File: config.mk
export PLATFORM = sky130hd
export DESIGN_NAME = tile_dispatcher
export DESIGN_NICKNAME = d
export VERILOG_FILES = /design/src/rtl/vdsp_pkg.sv /design/src/rtl/vdsp_field_decode.sv /design/src/rtl/vdsp_load_chan.sv /design/src/rtl/vdsp_seq.sv /design/src/rtl/tile_dispatcher.sv
export SDC_FILE = /design/constraint.sdc
export NUM_CORES = 1
export LEC_CHECK = 0
export BUFFER_PORTS_ARGS = -buffer_cell sky130_fd_sc_hd__buf_2
export CORE_ASPECT_RATIO = 0.7
export CORE_UTILIZATION = 25
export CTS_CLUSTER_SIZE = 24
export DETAILED_ROUTE_END_ITERATION = 8
export GPL_TIMING_DRIVEN = 0
export SYNTH_ARGS = -nofsm -noshare
export SYNTH_HDL_FRONTEND = slang
export SYNTH_SLANG_ARGS = --single-unit
File: constraint.sdc
create_clock -name clk -period 1.55 [get_ports clk]
set_input_delay 0.31 -clock clk [delete_from_list [all_inputs] [get_ports clk]]
set_output_delay 0.31 -clock clk [all_outputs]
set_load 0.02 [all_outputs]
File: src/rtl/vdsp_pkg.sv
`timescale 1ns/1ps
package vdsp_pkg;
  localparam int WORD_W    = 256;
  localparam int CTRL_LSB  = 248;
  localparam int OP_LSB    = 128;
  localparam int OP_W      = CTRL_LSB - OP_LSB;
  localparam int XFER_W    = OP_LSB;
  localparam int N_LD      = 3;

  typedef enum logic [1:0] {
    DEST_DRAM   = 2'd0,
    DEST_GBUF   = 2'd1,
    DEST_EUFIFO = 2'd2
  } st_dest_e;

  typedef enum logic [2:0] {
    S_IDLE, S_FETCH, S_DECODE, S_LOAD, S_EXEC, S_WAIT_ST
  } seq_state_e;

  // control byte, MSB first
  typedef struct packed {
    logic       spare;
    logic       st_gbuf;
    logic       halt;
    logic       irq;
    logic       st_eu;
    logic [2:0] skip;   // [0] weights, [1] feature map, [2] residual
  } ctrl_t;

  function automatic ctrl_t get_ctrl(input logic [WORD_W-1:0] w);
    return ctrl_t'(w[WORD_W-1:CTRL_LSB]);
  endfunction

  function automatic st_dest_e pick_dest(input ctrl_t c);
    if (c.st_eu)   return DEST_EUFIFO;
    if (c.st_gbuf) return DEST_GBUF;
    return DEST_DRAM;
  endfunction
endpackage

File: src/rtl/vdsp_field_decode.sv
`timescale 1ns/1ps
module vdsp_field_decode import vdsp_pkg::*; #(
  parameter int ADDR_W = 16,
  parameter int LEN_W  = 8
) (
  input  logic [WORD_W-1:0]      word,
  output logic [N_LD*ADDR_W-1:0] ld_addr,
  output logic [N_LD*LEN_W-1:0]  ld_len,
  output logic [ADDR_W-1:0]      fetch_addr,
  output logic [LEN_W-1:0]       fetch_len,
  output logic [ADDR_W-1:0]      st_addr,
  output logic [LEN_W-1:0]       st_len,
  output logic [OP_W-1:0]        op
);
  localparam int CMD_W    = ADDR_W + LEN_W;
  localparam int N_CMD    = N_LD + 2;
  localparam int FETCH_IX = N_LD;
  localparam int STORE_IX = N_LD + 1;
  localparam int USED_W   = N_CMD * CMD_W;

  genvar k;
  generate
    for (k = 0; k < N_LD; k++) begin : g_ld
      assign ld_addr[k*ADDR_W +: ADDR_W] = word[k*CMD_W +: ADDR_W];
      assign ld_len[k*LEN_W +: LEN_W]    = word[k*CMD_W + ADDR_W +: LEN_W];
    end
    if (USED_W < XFER_W) begin : g_spare
      logic unused_xfer;
      assign unused_xfer = ^word[XFER_W-1:USED_W];
    end
  endgenerate

  assign fetch_addr = word[FETCH_IX*CMD_W +: ADDR_W];
  assign fetch_len  = word[FETCH_IX*CMD_W + ADDR_W +: LEN_W];
  assign st_addr    = word[STORE_IX*CMD_W +: ADDR_W];
  assign st_len     = word[STORE_IX*CMD_W + ADDR_W +: LEN_W];
  assign op         = word[CTRL_LSB-1:OP_LSB];
endmodule

File: src/rtl/vdsp_load_chan.sv
`timescale 1ns/1ps
module vdsp_load_chan (
  input  logic clk,
  input  logic rst_n,
  input  logic arm,
  input  logic need,
  input  logic ready,
  input  logic done,
  output logic valid,
  output logic complete
);
  logic need_q, issued_q, done_q;

  always_ff @(posedge clk or negedge rst_n) begin
    if (!rst_n) begin
      need_q   <= 1'b0;
      issued_q <= 1'b0;
      done_q   <= 1'b0;
    end else if (arm) begin
      need_q   <= need;
      issued_q <= 1'b0;
      done_q   <= 1'b0;
    end else begin
      if (valid && ready) issued_q <= 1'b1;
      if (need_q && issued_q && done) done_q <= 1'b1;
    end
  end

  assign valid    = need_q && !issued_q;
  assign complete = !need_q || done_q || (issued_q && done);
endmodule

File: src/rtl/vdsp_seq.sv
`timescale 1ns/1ps
module vdsp_seq import vdsp_pkg::*; #(
  parameter int PC_W = 10
) (
  input  logic            clk,
  input  logic            rst_n,
  input  logic            start,
  input  logic            halt_in,
  input  logic            all_skip_in,
  input  logic            loads_done,
  input  logic            st_done,
  input  logic            irq_bit,
  output logic            busy,
  output logic            rd_en,
  output logic            decode_go,
  output logic            exec_start,
  output logic            irq,
  output logic [PC_W-1:0] pc
);
  seq_state_e state;

  always_ff @(posedge clk or negedge rst_n) begin
    if (!rst_n) begin
      state <= S_IDLE;
      pc    <= '0;
      irq   <= 1'b0;
    end else begin
      irq <= 1'b0;
      unique case (state)
        S_IDLE: if (start) begin
          pc    <= '0;
          state <= S_FETCH;
        end
        S_FETCH:  state <= S_DECODE;
        S_DECODE: begin
          if (halt_in)          state <= S_IDLE;
          else if (all_skip_in) state <= S_EXEC;
          else                  state <= S_LOAD;
        end
        S_LOAD:   if (loads_done) state <= S_EXEC;
        S_EXEC:   state <= S_WAIT_ST;
        S_WAIT_ST: if (st_done) begin
          irq   <= irq_bit;
          pc    <= pc + 1'b1;
          state <= S_FETCH;
        end
        default:  state <= S_IDLE;
      endcase
    end
  end

  assign busy       = (state != S_IDLE);
  assign rd_en      = (state == S_FETCH);
  assign decode_go  = (state == S_DECODE) && !halt_in;
  assign exec_start = (state == S_EXEC);
endmodule

File: src/rtl/tile_dispatcher.sv
`timescale 1ns/1ps
module tile_dispatcher import vdsp_pkg::*; #(
  parameter int ADDR_W = 16,
  parameter int LEN_W  = 8,
  parameter int PC_W   = 10
) (
  input  logic                   clk,
  input  logic                   rst_n,
  input  logic                   start,
  output logic                   busy,
  output logic [PC_W-1:0]        pc,
  output logic                   ibuf_rd_en,
  input  logic [WORD_W-1:0]      ibuf_data,
  output logic [N_LD-1:0]        ld_valid,
  input  logic [N_LD-1:0]        ld_ready,
  output logic [N_LD*ADDR_W-1:0] ld_addr,
  output logic [N_LD*LEN_W-1:0]  ld_len,
  input  logic [N_LD-1:0]        ld_done,
  output logic                   exec_start,
  output logic [OP_W-1:0]        exec_op,
  output logic [ADDR_W-1:0]      fetch_addr,
  output logic [LEN_W-1:0]       fetch_len,
  output logic [ADDR_W-1:0]      st_addr,
  output logic [LEN_W-1:0]       st_len,
  output logic [1:0]             st_dest,
  input  logic                   st_done,
  output logic                   host_irq
);
  ctrl_t             in_ctrl;
  ctrl_t             cur_ctrl;
  logic [WORD_W-1:0] word_q;
  logic              decode_go;
  logic              loads_done;
  logic [N_LD-1:0]   chan_complete;

  assign in_ctrl = get_ctrl(ibuf_data);

  always_ff @(posedge clk or negedge rst_n) begin
    if (!rst_n)         word_q <= '0;
    else if (decode_go) word_q <= ibuf_data;
  end

  assign cur_ctrl = get_ctrl(word_q);

  vdsp_field_decode #(.ADDR_W(ADDR_W), .LEN_W(LEN_W)) u_dec (
    .word       (word_q),
    .ld_addr    (ld_addr),
    .ld_len     (ld_len),
    .fetch_addr (fetch_addr),
    .fetch_len  (fetch_len),
    .st_addr    (st_addr),
    .st_len     (st_len),
    .op         (exec_op)
  );

  genvar g;
  generate
    for (g = 0; g < N_LD; g++) begin : g_ch
      vdsp_load_chan u_ch (
        .clk      (clk),
        .rst_n    (rst_n),
        .arm      (decode_go),
        .need     (!in_ctrl.skip[g]),
        .ready    (ld_ready[g]),
        .done     (ld_done[g]),
        .valid    (ld_valid[g]),
        .complete (chan_complete[g])
      );
    end
  endgenerate

  assign loads_done = &chan_complete;

  vdsp_seq #(.PC_W(PC_W)) u_seq (
    .clk         (clk),
    .rst_n       (rst_n),
    .start       (start),
    .halt_in     (in_ctrl.halt),
    .all_skip_in (&in_ctrl.skip),
    .loads_done  (loads_done),
    .st_done     (st_done),
    .irq_bit     (cur_ctrl.irq),
    .busy        (busy),
    .rd_en       (ibuf_rd_en),
    .decode_go   (decode_go),
    .exec_start  (exec_start),
    .irq         (host_irq),
    .pc          (pc)
  );

  assign st_dest = pick_dest(cur_ctrl);

  logic unused_ctrl;
  assign unused_ctrl = cur_ctrl.spare ^ cur_ctrl.halt ^ (^cur_ctrl.skip) ^
                       in_ctrl.spare ^ in_ctrl.irq ^ in_ctrl.st_eu ^ in_ctrl.st_gbuf;
endmodule

==> results of run 1 <==
[state kept, by name, indices dropped and copies added, names as in the netlist]
signal	count
word_q	243
g_ch.u_ch.issued_q	3
u_seq.pc	10
u_seq.irq	1
u_seq.state	3
g_ch.u_ch.done_q	3
g_ch.u_ch.need_q	3
[worst max-delay path, cell delays in order, from the launching register on]
cell	delay (ps)
dfrtp_2	440
buf_6	130
or4b_4	550
buf_12	180
buf_12	160
clkbuf_16	160
nand2_1	70
nand2_1	60
[cells by family after synthesis]
logic type,count (synthesis),synth area share (%)
compound gates,21,0.976
xor+xnor,7,0.503
fa+ha+maj,1,0.103
simple gates,786,25.0
flops,266,54.6
buf+inv,306,18.7
[per-stage QoR]
step | setup TNS [ps] | area, um^2 | total power [mW] | utilization [%]
3_3_place_gp | -1397590 | 15600 | 28.6 | 32.5
4_1_cts | -73910 | 19400 | 37.2 | 40.4
2_1_floorplan | -12630 | 12200 | 23.5 | -
5_1_grt | -87140 | 22900 | 47.8 | 47.7
3_5_place_dp | -111450 | 15700 | 28.9 | 32.7
6_report | -71230 | 22900 | 45.5 | 47.7
[placed cells by master, fill, tap and decap left out, types with 2 or more instances in the layout]
cell type / instances
nand2b_1: 2
o21ai_2: 3
buf_6: 395
nand2_2: 71
inv_1: 4
diode_2: 2
a31oi_1: 3
nand2_4: 44
buf_12: 16
nor2_1: 17
dlygate4sd3_1: 251
buf_8: 11
a21oi_1: 6
buf_4: 146
clkbuf_16: 50
buf_16: 4
nor4_4: 4
bufinv_16: 2
dfrtp_1: 262
clkinv_2: 3
nand4_1: 2
xor2_1: 2
o21ai_0: 5
nand3_1: 4
nor2b_4: 2
buf_2: 279
nand2_1: 625
clkbuf_2: 2
clkbuf_8: 8
dfrtp_2: 4
clkbuf_1: 5
nor2b_1: 2
clkbuf_4: 2
nand3b_1: 3
xnor2_1: 5
[final timing paths]
| path | slack (ps) | from | cells past startpoint | to |
|---|---|---|---|---|
| min in group asynchronous | 280 | rst_n | 2 | word_q[190] |
| max in group asynchronous | 300 | rst_n | 3 | word_q[94] |
| hold reg to reg | 470 | word_q[96] | 2 | word_q[96] |
| setup reg to reg | -350 | u_seq.state[2] | 7 | word_q[210] |
| setup / recovery | -350 | u_seq.state[2] | 7 | word_q[210] |
| hold / removal | 30 | ibuf_data[152] | 3 | word_q[152] |
[power breakdown]
part	internal, mW	switching (mW)	total (mW)
registers	10.1	2.59	12.6
logic	14.1	11.5	25.6
clock network	4.31	2.94	7.24
[timing repair]
item,CTS,global route
gates resized for setup,34,924
setup buffers,7,119
gates cloned,3,20
hold buffers,251,0
hold endpoints to repair,303,0
pin swaps,2,65
endpoints found under the setup margin,508,515
[layer usage]
metal / routed length, um / vias up / global-route usage (%)
met3: 2700 / 138 / 3.17
met4: 2260 / 0 / 6.54
li1: - / 5692 / -
met5: 0 / - / 0
met1: 19100 / 5899 / 20.1
met2: 24500 / 471 / 27.9
[final cells by class]
cell class,count,area share [%]
inverter,4,0.0656
timing repair buffer,916,35.9
multi-input combinational,815,16.8
buffer,210,10.2
antenna,2,0.0219
sequential,266,29.1
clock buffer,43,3.93
clock inverter,6,0.366
tap,655,3.58
==> results.json, run 1 <==
{
  "place_congestion": 0.839,
  "end_kind": "register",
  "synth_flop_cell": "dfrtp_1",
  "die_h_um": 187,
  "grt_pass1_wl_mm": 64.2,
  "period_needed_ps": 1900,
  "grt_max_degree": 115,
  "yosysTopAreaCellShare_pct": 54.6,
  "finalHoldViolations": 0,
  "drc": 0,
  "cap_violations": 0,
  "hold_slack_ps": 26.9,
  "finalCritPeriodShare_pct": 122,
  "finalMaxSlewViolations": 0,
  "synth_seq_cells": 266,
  "hp-class": "input port to register",
  "syn_nets": 1654,
  "dr_total_vias": 12200,
  "synth_most_common_cell": "nand2_1",
  "startpoint_type": "register",
  "grt_util_all_layers_pct": 16.3,
  "dp_hpwl_mm": 28.4,
  "required_ps": 2000,
  "cts_tree": "done",
  "syn_inst": 1387,
  "first_global_vias": 11900,
  "io_buffers": 515,
  "ir_worst_vdd_mv": 1.17,
  "antenna_found_initial": 3,
  "drt_iter0_drc": 603,
  "yosysWarnings": 0,
  "worst_pin_slew_ps": 644,
  "p_leak_nw": 12.1,
  "multi_input_area_mm2": 0.00386,
  "power_density_mw_per_mm2": 1990,
  "layout.cells.non_filler": 2917,
  "drive_gt1_share_pct": 46.6,
  "die_area_mm2": 0.0496,
  "wl_per_cell_um": 16.7,
  "synth_area_leader_cell": "dfrtp_1",
  "fin_skew_ps": 11.6,
  "synthTopCellsByCount": "nand2_1, dfrtp_1, buf_4, buf_2, buf_6",
  "dp.cells": 2559,
  "regArea_mm2": 0.00666,
  "final.setup.worst_slack_ps": -346,
  "start_util_pct": 25.4,
  "slew-limit-headroom_pct": 57.1,
  "fill_cells": 4202,
  "synth.area.top_cells": "dfrtp_1, nand2_1, buf_4",
  "yosysUniqueCellTypes": 31,
  "clkSlewWorstSetupHoldPaths_ps": 60,
  "rows": 67,
  "layout.nets": 2510,
  "violations": "setup timing",
  "area_growth_pct": 88.0,
  "cts_buffers": 30,
  "drtPass1Iterations": 7,
  "cts_root_buf": "clkbuf_16",
  "outcome": "complete, but fails checks",
  "ios": 525,
  "h-tree-depth": 1,
  "fmax_mhz": 527,
  "cts_num_sinks": 266,
  "rsz0062_at_grt": "yes",
  "ys_seq_area_share_pct": 54.6,
  "synth-edff-count": 0,
  "clk_latency_ps": 570,
  "cp.arrival_ps": 2350,
  "die_x_um": 266,
  "ys_async_sr_fraction_pct": 100,
  "post-place-ws_ps": -671,
  "antenna_left": 0,
  "drt-vias-per-instance": 4.18,
  "setup_violations": 258,
  "routed_wl_mm": 48.6,
  "core_mm2": 0.0480,
  "crit_type": "register to register",
  "cts_max_path_buffers": 3,
  "avgSynthCellArea_um2": 8.78,
  "mappedNetlistArea_mm2": 0.0122,
  "critPathMaxFanout": 7,
  "grt_overflow_total": 0
}
No activity file was read; power rests on OpenSTA's default activity.
==> run 2, diff against run 1 <==
--- a/config.mk
+++ b/config.mk
@@ -6,11 +6,12 @@
 export NUM_CORES = 1
 export LEC_CHECK = 0
 export BUFFER_PORTS_ARGS = -buffer_cell sky130_fd_sc_hd__buf_2
-export CORE_ASPECT_RATIO = 0.7
+export CORE_ASPECT_RATIO = 1.4
 export CORE_UTILIZATION = 25
 export CTS_CLUSTER_SIZE = 24
 export DETAILED_ROUTE_END_ITERATION = 8
 export GPL_TIMING_DRIVEN = 0
+export REMOVE_ABC_BUFFERS = 1
 export SYNTH_ARGS = -nofsm -noshare
 export SYNTH_HDL_FRONTEND = slang
 export SYNTH_SLANG_ARGS = --single-unit
==> results.json, run 2 (synthesis gave the netlist of run 1 again) <==
{
  "outcome": "complete, but fails checks",
  "violations": "setup timing",
  "io_buffers": 515,
  "first_global_vias": 11800,
  "cts_tree": "done",
  "worstPathCellList": "buf_6, or4b_4, buf_16, buf_12, nand2_2, nand2_1",
  "setup.worst_path.end": "word_q[144]",
  "fmax_mhz": 524,
  "biggestRegsByFlops": "word_q x243, u_seq.pc x10",
  "routed_wl_mm": 44.6,
  "crit_start": "u_seq.state[2]",
  "grt_util_all_layers_pct": 16.6,
  "die_x_um": 189,
  "largest_reg_flops": 243,
  "r2r_setup_slack_ps": -360,
  "startpoint_type": "register",
  "final_common_cell": "nand2_1",
  "rr_startpoint": "u_seq.state[2]",
  "setup_violations": 257,
  "drtPass1Iterations": 5,
  "cts_num_sinks": 266,
  "period_needed_ps": 1910,
  "hp-class": "input port to register",
  "dr_total_vias": 11300,
  "drc": 0,
  "area_growth_pct": 56.4,
  "mostFrequentLayoutCells": "nand2_1, buf_2, dfrtp_1",
  "hp-start": "st_done",
  "r2r-end": "word_q[144]",
  "wl_per_cell_um": 16.9,
  "fill_cells": 4492,
  "total_power_mw": 36.3,
  "crit_path_top_delay_cell": "or4b_4",
  "core_mm2": 0.0480,
  "dp_hpwl_mm": 24.1,
  "ff2ff_path_depth": 6,
  "ir_worst_vdd_mv": 1.13,
  "h-tree-depth": 1,
  "drt_iter0_drc": 632,
  "start_util_pct": 25.4,
  "setup_tns_ps": -65140,
  "grt_overflow_total": 0,
  "finalMaxSlewViolations": 0,
  "cap_violations": 0,
  "grt_pass1_wl_mm": 64.6,
  "largest-register": "word_q",
  "ios": 525,
  "place_congestion": 0.862,
  "critPathTopFamily": "simple AND/OR/NAND/NOR gates",
  "die_area_mm2": 0.0496,
  "cp.arrival_ps": 2360,
  "worst_path_largest_cell_delay_ps": 620,
  "cts_max_path_buffers": 3,
  "grt_max_degree": 105,
  "critPathMaxFanout": 12,
  "layout.nets": 2245,
  "cp_num_buf_inv": 3,
  "antenna_left": 0,
  "clk_latency_ps": 570,
  "clkSlewWorstSetupHoldPaths_ps": 60,
  "power_density_mw_per_mm2": 1910,
  "die_h_um": 263,
  "fin_skew_ps": 6.04,
  "cts_buffers": 30,
  "antenna_found_initial": 4,
  "drive_gt1_share_pct": 41.1,
  "finalHoldViolations": 0,
  "finalCritPeriodShare_pct": 123,
  "cp.depth": 6,
  "end_kind": "register",
  "crit_type": "register to register",
  "final.setup.worst_slack_ps": -360,
  "rsz0062_at_grt": "yes",
  "p_leak_nw": 10.3,
  "cts_root_buf": "clkbuf_16",
  "slew-limit-headroom_pct": 54.7,
  "required_ps": 2000,
  "rows": 95,
  "worst_pin_slew_ps": 680,
  "drt-vias-per-instance": 4.29
}
## run 2: cell types whose count changed in the layout (fill, tap and decap cells not counted), sizes merged
cell / previous run / this run
clkbuf: 67 / 51
buf: 851 / 595
diode: 2 / 4
clkinv: 3 / 5
or4b: 1 / 7
bufinv: 2 / 4
clkinvlp: 0 / 1
inv: 5 / 4
dlygate4sd3: 251 / 253
## run 2: through the flow
stage	util, %	cell area (um^2)	hold WS (ps)	std cells	setup WS [ps]
2_1_floorplan	-	9910	14.4	1085	-5120
3_3_place_gp	27.6	13300	453	2230	-9560
3_5_place_dp	28.3	13600	340	2249	-877
4_1_cts	38.0	18200	78.2	2610	-357
5_1_grt	39.7	19000	179	2632	-392
6_report	39.7	19000	176	2634	-360
## run 2: worst register-to-register path, stage by stage, from the launching register on
cell and delay [ps]:
dfrtp_2 470, buf_6 140, or4b_4 620, buf_16 210, buf_12 190, nand2_2 80, nand2_1 80
## run 2: repair_timing
| item | CTS | global route |
|---|---|---|
| buffers inserted | 32 | 20 |
| gates resized for setup | 72 | 201 |
| hold endpoints to repair | 334 | 0 |
| gates cloned | 24 | 9 |
| setup endpoints to repair | 269 | 269 |
| pin swaps | 16 | 78 |
| hold buffers | 253 | 0 |
## run 2: worst min path at each step
stage,end,slack [ps],cells after the start
floorplan,g_ch[0].u_ch.done_q,10,0
global placement,word_q[101],450,2
detailed placement,word_q[128],340,1
CTS,u_seq.pc[0],80,4
global route,u_seq.state[0],180,4
finish,u_seq.pc[1],180,4
## run 2: report_power, final
part           internal (mW)  total (mW)  switching [mW]
combinational           6.55        16.7            10.1
sequential              10.0        12.0            1.97
clock                   4.59        7.64            3.05
total                   21.2        36.3            15.1
## run 2: final cells by class
cell class	instances	area [um^2]	area share, %
antenna	4	10.0	0.0526
clock buffer	44	885	4.64
timing repair buffer	855	6630	34.8
tap	630	788	4.14
clock inverter	10	156	0.821
multi-input combinational	821	3900	20.5
inverter	4	15.0	0.0788
sequential	266	6660	35.0
## run 2: per-layer routing
metal / wire length (um) / GRT usage [%]
met1: 16600 / 18.8
met2: 23000 / 29.0
met3: 2760 / 3.17
met4: 2150 / 9.07
met5: 23 / 0
==> run 3, diff against run 2 <==
--- a/config.mk
+++ b/config.mk
@@ -8,6 +8,7 @@
 export BUFFER_PORTS_ARGS = -buffer_cell sky130_fd_sc_hd__buf_2
 export CORE_ASPECT_RATIO = 1.4
 export CORE_UTILIZATION = 25
+export CTS_BUF_LIST = sky130_fd_sc_hd__clkbuf_2
 export CTS_CLUSTER_SIZE = 24
 export DETAILED_ROUTE_END_ITERATION = 8
 export GPL_TIMING_DRIVEN = 0
==> results.json, run 3 (synthesis gave the netlist of run 1 again) <==
{
  "outcome": "complete, but fails checks",
  "violations": "setup timing",
  "dp_hpwl_mm": 24.1,
  "final.setup.worst_slack_ps": -799,
  "drc": 0,
  "grtUsageMet2_pct": 41.6,
  "hp-class": "input port to register",
  "crit_start": "u_seq.state[0]",
  "period_needed_ps": 2350,
  "end_kind": "register",
  "p_leak_nw": 13.7,
  "grt-busiest-layer": "met2",
  "fmax_mhz": 426,
  "first_global_vias": 16000,
  "finalHoldViolations": 0,
  "drive_gt1_share_pct": 52.6,
  "drt-vias-per-instance": 4.67,
  "rr_startpoint": "u_seq.state[0]",
  "die_area_mm2": 0.0496,
  "cap_violations": 0,
  "start_util_pct": 25.4,
  "fin_skew_ps": 78.6,
  "core_mm2": 0.0480,
  "grt_pass1_wl_mm": 89.1,
  "cp.arrival_ps": 3200,
  "drtPass1Iterations": 5,
  "layout.nets": 2825,
  "final_common_cell": "dlygate4sd3_1",
  "antenna_left": 0,
  "finalMaxSlewViolations": 0,
  "drt_iter0_drc": 880,
  "fill_cells": 3607,
  "cts_max_path_buffers": 3,
  "largest_reg_flops": 243,
  "hp-start": "ld_done[1]",
  "cts_buffers": 73,
  "postLayoutCoreUtil_pct": 55.2,
  "largest-register": "word_q",
  "clkSlewWorstSetupHoldPaths_ps": 130,
  "grt_max_degree": 105,
  "critPathMaxFanout": 6,
  "cts_num_sinks": 266,
  "wl_per_cell_um": 21.7,
  "power_density_mw_per_mm2": 1820,
  "antenna_found_initial": 20,
  "h-tree-depth": 3,
  "met3_usage_pct": 7.01,
  "r2r_setup_slack_ps": -800,
  "rows": 95,
  "dr_total_vias": 15200,
  "grt_overflow_total": 0,
  "area_growth_pct": 118,
  "slew-limit-headroom_pct": 58.3,
  "mostFrequentLayoutCells": "dlygate4sd3_1, nand2_1, buf_6",
  "ir_worst_vdd_mv": 1.20,
  "place_congestion": 0.862,
  "total_power_mw": 48.2,
  "worst_pin_slew_ps": 625,
  "grtUsageMet1_pct": 22.8,
  "io_buffers": 515,
  "rsz0062_at_grt": "yes",
  "biggestRegsByFlops": "word_q x243, u_seq.pc x10",
  "setup_violations": 521,
  "crit_type": "register to register",
  "cts_tree": "done",
  "die_x_um": 189,
  "die_h_um": 263,
  "cts_root_buf": "clkbuf_2",
  "final_area_mm2": 0.0265,
  "startpoint_type": "register",
  "finalCritPeriodShare_pct": 152,
  "ios": 525,
  "placed_cell_area_mm2": 0.0136,
  "routed_wl_mm": 70.6,
  "clk_latency_ps": 1030,
  "grt_util_all_layers_pct": 23.7,
  "required_ps": 2400
}
-- run 3: cell count changes in the layout (fill, tap and decap cells not counted), moves of 11 or more --
cell	delta
clkinv_1	+12
clkbuf_16	-33
dlygate4sd3_1	+253
clkbuf_2	+107
buf_12	+29
buf_2	-256
buf_4	+234
buf_6	+266
nand2_4	+63
buf_16	+11
nand2_1	-176
nand2_2	+112
diode_2	+11
-- run 3: critical path, stage by stage, from the launching register on --
cell and delay [ps]:
dfrtp_2 430, buf_4 140, buf_8 130, buf_6 110, or4b_4 620, buf_6 180
buf_12 150, buf_12 130, buf_16 130, nand2_2 60, nand2_2 140
-- run 3: timing repair --
action | CTS | global route
endpoints found under the setup margin | 519 | 537
resized for setup | 692 | 455
endpoints found under the hold margin | 532 | 0
pin swaps | 203 | 112
gates cloned | 45 | 6
buffers inserted | 162 | 165
hold buffers | 506 | 0
-- run 3: power by group --
group          internal, mW  switching, mW
clock                  2.34           3.55
sequential             10.0           2.85
combinational          15.2           14.2
total                  27.5           20.6
-- run 3: path summary, 6_finish.rpt --
| path | cells after the start | endpoint |
|---|---|---|
| worst max-delay path | 10 | word_q[53] |
| worst min-delay path | 4 | g_ch[1].u_ch.done_q |
| worst max register to register | 10 | word_q[53] |
| worst min register to register | 2 | g_ch[1].u_ch.done_q |
| max in group asynchronous | 4 | word_q[251] |
| min in group asynchronous | 3 | word_q[185] |
-- run 3: area by class of cell --
| cell class | instances | area [um^2] | share of cell area (%) |
|---|---|---|---|
| antenna | 15 | 37.5 | 0.142 |
| sequential | 266 | 6670 | 25.2 |
| tap | 630 | 788 | 2.98 |
| timing repair buffer | 1391 | 13500 | 50.9 |
| multi-input combinational | 822 | 4800 | 18.1 |
| inverter | 4 | 15.0 | 0.0567 |
| clock buffer | 107 | 536 | 2.02 |
| clock inverter | 22 | 173 | 0.652 |
-- run 3: per-layer routing --
| layer | vias to the layer above | wire length, um |
|---|---|---|
| li1 | 6417 | - |
| met1 | 7253 | 22700 |
| met2 | 1020 | 35400 |
| met3 | 497 | 5530 |
| met4 | 12 | 6880 |
| met5 | - | 82 |
-- run 3: metrics by stage --
stage / TNS (ps) / setup WS (ps) / instances / hold WS, ps
3_3_place_gp: -3440360 / -9560 / 2230 / 453
3_5_place_dp: -141150 / -877 / 2249 / 340
5_1_grt: -259110 / -895 / 3256 / 97.1
2_1_floorplan: -1239190 / -5120 / 1085 / 14.4
4_1_cts: -226840 / -874 / 3089 / 2.15
6_report: -209410 / -799 / 3257 / 193
